## src/rtl/xing_pkg.sv

```systemverilog
package xing_pkg;

  typedef enum logic {
    PH_MAJOR = 1'b0,
    PH_MINOR = 1'b1
  } phase_t;

  typedef enum logic {
    TM_IDLE = 1'b0,
    TM_RUN  = 1'b1
  } tmr_state_t;

endpackage

```

## src/rtl/xing_rst_sync.sv

```systemverilog
module xing_rst_sync #(
  parameter int STAGES = 2
) (
  input  logic clk,
  input  logic rst_n_async,
  output logic rst_n_sync
);

  logic [STAGES-1:0] chain_q;

  always_ff @(posedge clk or negedge rst_n_async) begin
    if (!rst_n_async) begin
      chain_q <= '0;
    end else begin
      chain_q <= {chain_q[STAGES-2:0], 1'b1};
    end
  end

  assign rst_n_sync = chain_q[STAGES-1];

endmodule

```

## src/rtl/xing_timer.sv

```systemverilog
module xing_timer
  import xing_pkg::*;
#(
  parameter int LIMIT = 255
) (
  input  logic clk,
  input  logic rst_n,
  input  logic start_i,
  output logic timeup_o
);

  localparam int CW = (LIMIT < 2) ? 1 : $clog2(LIMIT + 1);
  localparam logic [CW-1:0] LAST = CW'(LIMIT);

  tmr_state_t    state_q, state_d;
  logic [CW-1:0] cnt_q, cnt_d;
  logic          cnt_en;

  always_comb begin
    state_d  = state_q;
    cnt_d    = cnt_q;
    cnt_en   = 1'b0;
    timeup_o = 1'b0;
    unique case (state_q)
      TM_IDLE: begin
        cnt_d  = '0;
        cnt_en = (cnt_q != '0);
        if (start_i) begin
          state_d = TM_RUN;
        end
      end
      TM_RUN: begin
        cnt_en = 1'b1;
        if (cnt_q == LAST) begin
          timeup_o = 1'b1;
          cnt_d    = '0;
          state_d  = TM_IDLE;
        end else begin
          cnt_d = cnt_q + CW'(1);
        end
      end
      default: state_d = TM_IDLE;
    endcase
  end

  always_ff @(posedge clk or negedge rst_n) begin
    if (!rst_n) begin
      state_q <= TM_IDLE;
    end else begin
      state_q <= state_d;
    end
  end

  always_ff @(posedge clk or negedge rst_n) begin
    if (!rst_n) begin
      cnt_q <= '0;
    end else if (cnt_en) begin
      cnt_q <= cnt_d;
    end
  end


  count_step_chk: assert property (@(posedge clk) disable iff (!rst_n)
    (state_q == TM_RUN && !timeup_o) |=> (state_q == TM_RUN && cnt_q == $past(cnt_q) + CW'(1)));


  run_from_zero_chk: assert property (@(posedge clk) disable iff (!rst_n)
    (state_q == TM_IDLE && start_i) |=> (cnt_q == '0));


  done_to_idle_chk: assert property (@(posedge clk) disable iff (!rst_n)
    timeup_o |=> (state_q == TM_IDLE));

endmodule

```

## src/rtl/xing_light_fsm.sv

```systemverilog
module xing_light_fsm
  import xing_pkg::*;
(
  input  logic clk,
  input  logic rst_n,
  input  logic car_i,
  input  logic timeup_i,
  output logic start_o,
  output logic major_go_o,
  output logic minor_go_o,
  output logic phase_o
);

  phase_t state_q, state_d;

  always_comb begin
    state_d = state_q;
    start_o = 1'b0;
    unique case (state_q)
      PH_MAJOR: begin
        if (car_i) begin
          start_o = 1'b1;
          state_d = PH_MINOR;
        end
      end
      PH_MINOR: begin
        if (timeup_i) begin
          state_d = PH_MAJOR;
        end
      end
      default: state_d = PH_MAJOR;
    endcase
  end

  always_ff @(posedge clk or negedge rst_n) begin
    if (!rst_n) begin
      state_q <= PH_MAJOR;
    end else begin
      state_q <= state_d;
    end
  end

  assign major_go_o = (state_q == PH_MAJOR);
  assign minor_go_o = (state_q == PH_MINOR);
  assign phase_o    = state_q;


  hold_major_chk: assert property (@(posedge clk) disable iff (!rst_n)
    (state_q == PH_MAJOR && !car_i) |=> (state_q == PH_MAJOR));


  car_to_minor_chk: assert property (@(posedge clk) disable iff (!rst_n)
    (state_q == PH_MAJOR && car_i) |=> (state_q == PH_MINOR));


  hold_minor_chk: assert property (@(posedge clk) disable iff (!rst_n)
    (state_q == PH_MINOR && !timeup_i) |=> (state_q == PH_MINOR));

endmodule

```

## src/rtl/xing_ctrl.sv

```systemverilog
module xing_ctrl #(
  parameter int LIMIT = 255
) (
  input  logic clk,
  input  logic rst_n,
  input  logic car,
  output logic major_go,
  output logic minor_go,
  output logic dbg_phase,
  output logic dbg_start,
  output logic dbg_timeup
);

  logic rst_n_int;
  logic start_req;
  logic done_pulse;

  xing_rst_sync #(.STAGES(2)) u_rst_sync (
    .clk         (clk),
    .rst_n_async (rst_n),
    .rst_n_sync  (rst_n_int)
  );

  xing_light_fsm u_light (
    .clk        (clk),
    .rst_n      (rst_n_int),
    .car_i      (car),
    .timeup_i   (done_pulse),
    .start_o    (start_req),
    .major_go_o (major_go),
    .minor_go_o (minor_go),
    .phase_o    (dbg_phase)
  );

  xing_timer #(.LIMIT(LIMIT)) u_timer (
    .clk      (clk),
    .rst_n    (rst_n_int),
    .start_i  (start_req),
    .timeup_o (done_pulse)
  );

  assign dbg_start  = start_req;
  assign dbg_timeup = done_pulse;


  done_in_minor_chk: assert property (@(posedge clk) disable iff (!rst_n_int)
    done_pulse |-> minor_go);


  done_single_chk: assert property (@(posedge clk) disable iff (!rst_n_int)
    done_pulse |=> !done_pulse);


  lamps_excl_chk: assert property (@(posedge clk) disable iff (!rst_n_int)
    $countones({major_go, minor_go}) == 1);


  no_start_in_minor_chk: assert property (@(posedge clk) disable iff (!rst_n_int)
    minor_go |-> !start_req);

endmodule

```

## config.mk

```make
export PLATFORM = sky130hd
export DESIGN_NAME = xing_ctrl
export DESIGN_NICKNAME = d
export VERILOG_FILES = /design/src/rtl/xing_pkg.sv /design/src/rtl/xing_rst_sync.sv /design/src/rtl/xing_timer.sv /design/src/rtl/xing_light_fsm.sv /design/src/rtl/xing_ctrl.sv
export SDC_FILE = /design/constraint.sdc
export NUM_CORES = 1
export LEC_CHECK = 0
export ABC_AREA = 1
export BUFFER_PORTS_ARGS = -buffer_cell sky130_fd_sc_hd__buf_2
export CORE_AREA = 5 5 42 44
export DETAILED_ROUTE_END_ITERATION = 12
export DIE_AREA = 0 0 47 49
export GPL_TIMING_DRIVEN = 0
export PLACE_DENSITY = 0.67
export REMOVE_ABC_BUFFERS = 1
export SLEW_MARGIN = 40
export SYNTH_ARGS = -nofsm -noshare
export SYNTH_HDL_FRONTEND = slang
export SYNTH_SLANG_ARGS = --single-unit
```

## constraint.sdc

```tcl
create_clock -name clk -period 1.7 [get_ports clk]
set_clock_uncertainty 0.15 [all_clocks]
set_input_delay 0.17 -clock clk [delete_from_list [all_inputs] [get_ports clk]]
set_output_delay 0.17 -clock clk [all_outputs]
set_load 0.005 [all_outputs]
```

Word level (Yosys, flattened, before mapping)
Index checks and enable logic that the tools add are counted.
{"block": "word_totals", "regBits": 12, "output_inout_bits": 5, "word_cells": 21}
{"block": "classes", "addsub": 1, "n_eq_ne": 1, "mux": 12, "bitwise_logic": 2, "reduce_logical": 1}
{"cell": "$pmux 8 s2", "count": 1}
{"cell": "$add 8x1->8 const B", "count": 1}
{"cell": "$eq 8x8->1 const B", "count": 1}
{"cell": "$mux 8", "count": 1}
{"cell": "$reduce_bool 8->1", "count": 1}
{"cell": "$mux 1", "count": 7}
{"cell": "$pmux 1 s2", "count": 3}
{"cell": "$not 1->1", "count": 2}

Longest topological paths before layout
Gate-level depths: netlist (run 1).
{"block": "logic_depth", "depth_word": 5, "ltp_mapped": 6, "ltp_nobuf": 6}

Cells and area by module
From an unflattened synthesis (run 1), not the netlist that was laid out.
{"block": "hier_totals", "cells_unflattened": 77, "hier_area_um2": 623.1}
{"mod": "xing_timer", "n_inst": 1, "cells_each": 66, "area_per_inst_um2": 509.2}
{"mod": "xing_light_fsm", "n_inst": 1, "cells_each": 8, "area_per_inst_um2": 60.1}
{"mod": "xing_rst_sync", "n_inst": 1, "cells_each": 3, "area_per_inst_um2": 53.8}

Worst setup path after synthesis (run 1)
No wires, ideal clock.
{"block": "synth_path", "path_kind": "reg-to-reg", "from": "register u_timer.cnt_q[1]", "to": "register u_timer.state_q", "setup_time_ns": 0.123, "arrival_time_ns": 0.956, "slack_ns": 0.471, "stages_incl_launch_ff": 7, "n_path_buf": 0, "synth_period_minus_slack_ns": 1.229, "path_cell_list": "dfrtp_1 -> ha_1 -> nand2_1 -> inv_1 -> nand3_2 -> nand2_2 -> o21ai_2"}
{"block": "synth_via", "elab_chain_len": 3}
{"item": "start, declared", "line": "xing_timer.sv:16", "rtl": "logic [CW-1:0] cnt_q, cnt_d;"}
{"item": "start signal, assigned", "line": "xing_timer.sv:58", "rtl": "cnt_q <= cnt_d;"}
{"item": "$eq 8x8->1", "line": "xing_timer.sv:34", "rtl": "if (cnt_q == LAST) begin"}
{"item": "$mux 1", "line": "xing_timer.sv:34"}
{"item": "$pmux 1 s2", "line": "xing_timer.sv:24", "rtl": "unique case (state_q)"}
{"item": "named net u_timer.state_d", "line": "xing_timer.sv:15", "rtl": "tmr_state_t state_q, state_d;"}
{"item": "end signal, assigned", "line": "xing_timer.sv:50", "rtl": "state_q <= state_d;"}
{"item": "end, declared", "line": "xing_timer.sv:15"}
The timed path passes the listed nets, and every way through them passes these cells.
A chain may end at the register's enable or synchronous reset.

Final worst setup path (run 1)
{"block": "layout_path", "from": "register u_timer.cnt_q[0]", "to": "output port dbg_timeup"}
{"block": "layout_via", "elab_chain_len": 3}
{"item": "$eq 8x8->1", "line": "xing_timer.sv:34"}
{"item": "$mux 1", "line": "xing_timer.sv:34"}
{"item": "$mux 1", "line": "xing_timer.sv:24"}
{"item": "end, declared", "line": "xing_ctrl.sv:11", "rtl": "output logic dbg_timeup"}
Every way passes these cells.

==> out/metrics.yaml, run 1 <==
yosysWarnings: 0
clock_tree.buffer_depth: 2
status: "finished clean"
antenna_found_initial: 0
period_needed_ns: 1.62
cts_buffers: 3
finalWorstSetupSlack_ns: 0.0845
cts.htree.levels: 1
startpoint_type: "flip-flop"
finalHoldViolations: 0
crit_path_cell_trace: "ha_1 -> nand2_1 -> inv_2 -> nand4_1 -> inv_1 -> buf_2"
p_sw_uw: 108
syn2layout_area_growth_pct: 17.4
via_per_inst: 4.58
dieArea_sq_mm: 0.00230
required_ns: 1.38
drt-initial-drc-count: 32
io_pins: 8
cpLargestDelayFamily: "flip-flops"
yosysSeqAreaShare_pct: 47.9
overflow: 0
firstDrtPassIters: 4
diodes: 0
intPower_uw: 421
gp_congestion: 0.742
seq_power_share_pct: 55.2
hpwl_microns: 884
ys_ff_latch: 12
timing.setup.tns_ns: 0
fp.coreArea_sq_mm: 0.00140
path_buf_inv: 3
rows: 14
cts_tree: "built"
period_share_pct: 95.0
io_buffers: 7
p_clk_share_pct: 43.9
final_cell_mix: "nand2_1, dfrtp_1, inv_1"
p_per_area_mw_per_mm2: 719
nets: 96
path_clk_slew_ns: 0.08
die_w_microns: 47
syn_avg_cell_area_sq_um: 8.14
drc: 0
switching_share_pct: 20.5
place_ws_ns: 0.258
start_util_pct: 44.7
drive_gt1_share_pct: 24.4
crit_path_end_kind: "primary output"
clk_latency_ns: 0.27
wl_microns: 1170
layout_commonest_cell: "nand2_1"
synth_top_area_share_pct: 47.9
drv_cap: 0
grt_pass1_wl_microns: 1980
vias: 486
cp_max_fo: 5
grt_start_max_net_pins: 11
max_stage_delay_ns: 0.39
max_freq_mhz: 619
path_class: "reg -> out"
comb_power_share_pct: 0.9
cp.arrival_ns: 1.30
synth.area.top_cells: "dfrtp_1, nand2_1, inv_1, nor2_1, ha_1"
grt_setup_unrepaired: "no"
final_antenna_net_count: 0
synth.distinct_cells: 20
cp_slowest_cell: "dfrtp_1"
maxSlewViolCount: 0
synth_area_leader_cell: "dfrtp_1"
cts-root-buf: "clkbuf_4"
finalSetupViolCount: 0
p_leak_uw: 0.000376
clock_sink_count: 12
hp-class: "in -> reg"
first_global_vias: 465
syn_inst: 77
peakVddDrop_mv: 0.414
grt.total_usage_pct: 11.8
wl_per_cell_microns: 11.1
die_h_microns: 49
synth_area_sq_um: 627
## power by group through the flow
stage                     Clock, uW  Sequential (uW)  Combinational, uW
after floorplan                   0              297              0.191
after global placement            0              298               2.79
after detailed placement          0              299               2.89
after CTS                       236              293               4.58
after global routing            252              294               5.22
final                           232              292               4.54
## repair_timing
action / 4_1_cts / 5_1_grt
hold endpoints to repair: 2 / 0
setup endpoints to repair: 1 / 1
gates resized for setup: 1 / 0
gates cloned: 0 / 0
pin swaps: 0 / 1
setup buffers: 0 / 2
hold buffers: 1 / 0
## flip-flops by register name (all words and copies together), names as in the netlist
name / count
u_rst_sync.chain_q: 2
u_light.minor_go_o: 1
u_timer.cnt_q: 8
u_timer.state_q: 1
## worst register-to-register path, stage by stage (launching register included)
cell and delay [ns]:
dfrtp_1 0.39, buf_4 0.14, inv_1 0.10, ha_1 0.17, nand2_1 0.05, nor2_1 0.13
nand3_1 0.09, nand2_1 0.08
## worst paths after layout
check,startpoint,to,slack (ns),depth (start not counted)
min in group asynchronous,u_rst_sync.chain_q[1],u_timer.cnt_q[1],0.02,0
setup / recovery,u_timer.cnt_q[0],dbg_timeup,0.08,6
hold reg to reg,u_rst_sync.chain_q[1],u_timer.cnt_q[1],0.02,0
max in group asynchronous,u_rst_sync.chain_q[1],u_timer.cnt_q[6],1.10,0
hold / removal,car,u_light.minor_go_o,0.01,3
setup reg to reg,u_timer.cnt_q[0],u_timer.cnt_q[0],0.33,7
## cells in the mapped netlist (all sizes together)
| library cell | number |
|---|---|
| a21oi | 1 |
| buf | 1 |
| conb | 1 |
| dfrtp | 12 |
| ha | 2 |
| inv | 12 |
| nand2 | 21 |
| nand3 | 6 |
| nand4 | 1 |
| nor2 | 13 |
| nor3 | 1 |
| o21ai | 2 |
| or2 | 2 |
| xor2 | 2 |
## metrics by stage
step                      instance area (sq um)  total power (uW)  utilization (%)  instances  hold slack [ns]
final                                       736               529             52.5        106           0.0102
after global routing                        736               551             52.5        106           0.0384
after CTS                                   721               533             51.4        104           0.0104
after detailed placement                    674               301             48.1         99           -0.194
after global placement                      674               301             48.1         99           -0.196
after floorplan                             619               297                -         76           -0.276
## cells by family after synthesis
logic type                 count (synthesis)  synth area share, %
AOI/OAI and AO/OA                          3                 2.99
xor gates and xnor gates                   2                 2.79
adders and majority gates                  2                 3.99
buffers and inverters                     13                 8.38
DFF                                       12                 47.9
other                                      1                0.598
and+or+nand+nor                           44                 33.3
## layer usage
| metal | part of all wire [%] | GRT usage [%] |
|---|---|---|
| met5 | 0 | 0 |
| met4 | 0 | 5.53 |
| met3 | 5.5 | 2.21 |
| met1 | 48 | 18.2 |
| met2 | 46 | 15.4 |
## final cells by class
cell class                      instances  area, sq um
Tap cell                               16         20.0
Clock buffer                            4         36.3
Fill cell                             134          666
Sequential cell                        12          300
Timing Repair Buffer                   10         60.1
Multi-Input combinational cell         52          274
Inverter                               12         45.0
(Power assumes the default switching activity.)
==> inputs of run 2 (changes only) <==
--- a/config.mk
+++ b/config.mk
@@ -5,14 +5,12 @@
 export SDC_FILE = /design/constraint.sdc
 export NUM_CORES = 1
 export LEC_CHECK = 0
-export ABC_AREA = 1
 export BUFFER_PORTS_ARGS = -buffer_cell sky130_fd_sc_hd__buf_2
 export CORE_AREA = 5 5 42 44
 export DETAILED_ROUTE_END_ITERATION = 12
 export DIE_AREA = 0 0 47 49
 export GPL_TIMING_DRIVEN = 0
-export PLACE_DENSITY = 0.67
-export REMOVE_ABC_BUFFERS = 1
+export PLACE_DENSITY = 0.66
 export SLEW_MARGIN = 40
 export SYNTH_ARGS = -nofsm -noshare
 export SYNTH_HDL_FRONTEND = slang
==> run 2 against run 1 <==
Compared with the run above: register-to-register slack lost 0.24 ns; non-clock buffer count grew 6; the flow now finishes with violations (hold timing, setup timing); wire length grew 3.0%; largest power group unchanged; global-route usage shrank 0.49 points; clock power is essentially flat; highest routed layer is now met4.
==> out/metrics.yaml, run 2 <==
status: "complete, but fails checks"
violations: "hold timing, setup timing"
io_buffers: 7  # unchanged
crit_path_start: "u_timer.cnt_q[1]"
grt_setup_unrepaired: "yes"
crit_cells: 4  # -2
largest_register: "u_timer.cnt_q"
finalHoldViolations: 7  # +7
hpwl_microns: 759  # -14%
cts_tree: "built"
first_global_vias: 442  # -4.9%
syn_avg_cell_area_sq_um: 10.0  # +23%
path_clk_slew_ns: 0.08  # about the same
crit_path_end_kind: "primary output"
clk_latency_ns: 0.29  # +0.02 ns
largest_register_ffs: 8  # unchanged
crit_path_cell_trace: "ha_4 -> nand4_1 -> nor3_2 -> buf_2"
synthArstFlopShare_pct: 100  # unchanged
io_pins: 8  # unchanged
synth_flop_cell: "dfrtp_1"
syn_inst: 55  # -29%
clock_sink_count: 12  # unchanged
grtUsageMet1_pct: 14.6  # -3.6 points
vias: 499  # +2.7%
cp_slowest_cell: "dfrtp_1"
ff2ff_path_depth: 7  # unchanged
grt.total_usage_pct: 11.3  # -0.49 points
grt_pass1_wl_microns: 1880  # -4.9%
syn2layout_area_growth_pct: 32.7
cts-root-buf: "clkbuf_4"
layout_commonest_cell: "dfrtp_1"
drive_gt1_share_pct: 29.7  # +5.3 points
grt_util_met2_pct: 16.7  # +1.4 points
drv_cap: 0  # unchanged
grt_start_max_net_pins: 11  # unchanged
period_needed_ns: 1.77  # +0.154 ns
maxSlewViolCount: 0  # unchanged
finalSetupViolCount: 1  # +1
overflow: 0  # unchanged
cpLargestDelayFamily: "simple AND/OR/NAND/NOR gates"
grt-busiest-layer: "met2"
final_cell_mix: "dfrtp_1, buf_4, buf_2"
synth_top_area_share_pct: 54.5  # +6.6 points
peakVddDrop_mv: 0.966  # +130%
diodes: 0  # unchanged
path_buf_inv: 1  # -2
wl_microns: 1210  # +3.0%
via_per_inst: 5.54  # +21%
synthTopCellsByCount: "dfrtp_1, inv_1, nand2_1, nand3_1, o21ai_0"
gp_congestion: 0.742  # unchanged
p_per_area_mw_per_mm2: 1360  # +88%
cp_max_fo: 3  # -2
yosysWarnings: 0  # unchanged
r2r-end: "u_timer.cnt_q[0]"
cts_buffers: 3  # unchanged
synth.area.top_cells: "dfrtp_1, ha_1, nand3_1, o21ai_0, inv_1"
p_leak_uw: 0.000342  # -8.8%
r2r-start: "u_timer.cnt_q[0]"
cts.htree.levels: 1  # unchanged
start_util_pct: 39.3  # -5.4 points
die_h_microns: 49  # unchanged
period_share_pct: 104  # +9.1 points
final_core_util_pct: 52.1  # -0.36 points
yosysSeqAreaShare_pct: 54.5  # +6.6 points
antenna_found_initial: 0  # unchanged
nets: 80  # -17%
ys_ff_latch: 12  # unchanged
fp.coreArea_sq_mm: 0.00140  # unchanged
final_antenna_net_count: 0  # unchanged
endpoint: "dbg_timeup"
path_class: "reg -> out"
synth.distinct_cells: 20  # unchanged
drt-initial-drc-count: 12  # -63%
synth_nets: 60
firstDrtPassIters: 5  # +1
hp-class: "reg -> async"
rows: 14  # unchanged
startpoint_type: "flip-flop"
post-synth-top-count-cell: "dfrtp_1"
wl_per_cell_microns: 13.4  # +21%
clock_tree.buffer_depth: 2  # unchanged
max_stage_delay_ns: 0.40  # about the same
largestRegisters: "u_timer.cnt_q (8), u_rst_sync.chain_q (2)"
die_w_microns: 47  # unchanged
hold_slack_ns: -0.00445  # -0.0146 ns
synth_area_sq_um: 551  # -12%
finalWorstSetupSlack_ns: -0.0697  # -0.154 ns
cp.arrival_ns: 1.45  # +0.15 ns
max_freq_mhz: 565  # -8.7%
synth_area_leader_cell: "dfrtp_1"
dieArea_sq_mm: 0.00230  # unchanged
use_met3_pct: 2.21  # unchanged
required_ns: 1.38  # about the same
r2r_setup_slack_ns: 0.09  # -0.24 ns
synth_edf_count: 0  # unchanged
drc: 0  # unchanged
## run 2: cell types whose count changed after synthesis, moves of 3 or more
cell,previous run,this run
nand2_1,19,5
inv_1,12,5
or3_1,0,3
o21ai_0,1,5
nor2_1,10,3
## run 2: worst min path at each step
| stage | depth (start not counted) | startpoint | to | slack [ns] |
|---|---|---|---|---|
| global placement | 1 | rst_n | u_rst_sync.chain_q[0] | -0.19 |
| CTS | 0 | u_rst_sync.chain_q[1] | u_timer.state_q | 0.02 |
| floorplan | 0 | rst_n | u_rst_sync.chain_q[0] | -0.28 |
| finish | 0 | u_rst_sync.chain_q[1] | u_timer.state_q | -0.004 |
| detailed placement | 1 | rst_n | u_rst_sync.chain_q[0] | -0.19 |
| global route | 0 | u_rst_sync.chain_q[1] | u_timer.state_q | 0.04 |
## run 2: metal layers
metal	vias to the layer above	part of all wire, %
met1	237	42
met4	0	2.2
met3	5	7.7
li1	229	-
met2	28	48
met5	-	0
## run 2: area by class of cell
type / instances / area (sq um)
multi-input combinational: 37 / 248
tap: 16 / 20.0
inverter: 5 / 18.8
buffer: 1 / 7.51
clock buffer: 4 / 36.3
sequential: 12 / 300
fill: 130 / 671
timing repair buffer: 15 / 100
## run 2: cells by family after synthesis
logic type / after synthesis / share of synthesized area, %
other: 1 / 0.681
AOI/OAI and AO/OA: 9 / 9.54
and+or+nand+nor: 22 / 21.1
xor gates and xnor gates: 3 / 4.77
DFF: 12 / 54.5
buffers and inverters: 6 / 4.77
adders and majority gates: 2 / 4.54
## run 2: power breakdown
part / switching, uW / internal [uW] / total [uW]
sequential: 102 / 351 / 453
clock: 102 / 131 / 233
combinational: 136 / 169 / 304
total: 340 / 650 / 990
## run 2: repair_timing
action                                  4_1_cts  5_1_grt
hold buffers                                  2        0
setup buffers                                 2        4
hold endpoints to repair                      3        0
pin swaps                                     1        2
endpoints found under the setup margin        1        3
resized for setup                             2        2
## run 2: per-stage QoR
step / setup TNS (ns) / std cells / instance area, sq um / worst slack, ns / total power [uW]
floorplan: 0 / 55 / 551 / 0.323 / 579
global placement: 0 / 78 / 606 / 0.139 / 629
detailed placement: 0 / 78 / 606 / 0.108 / 638
CTS: 0 / 86 / 684 / 0.0415 / 908
global route: -0.145 / 90 / 731 / -0.123 / 1060
finish: -0.0697 / 90 / 731 / -0.0697 / 990
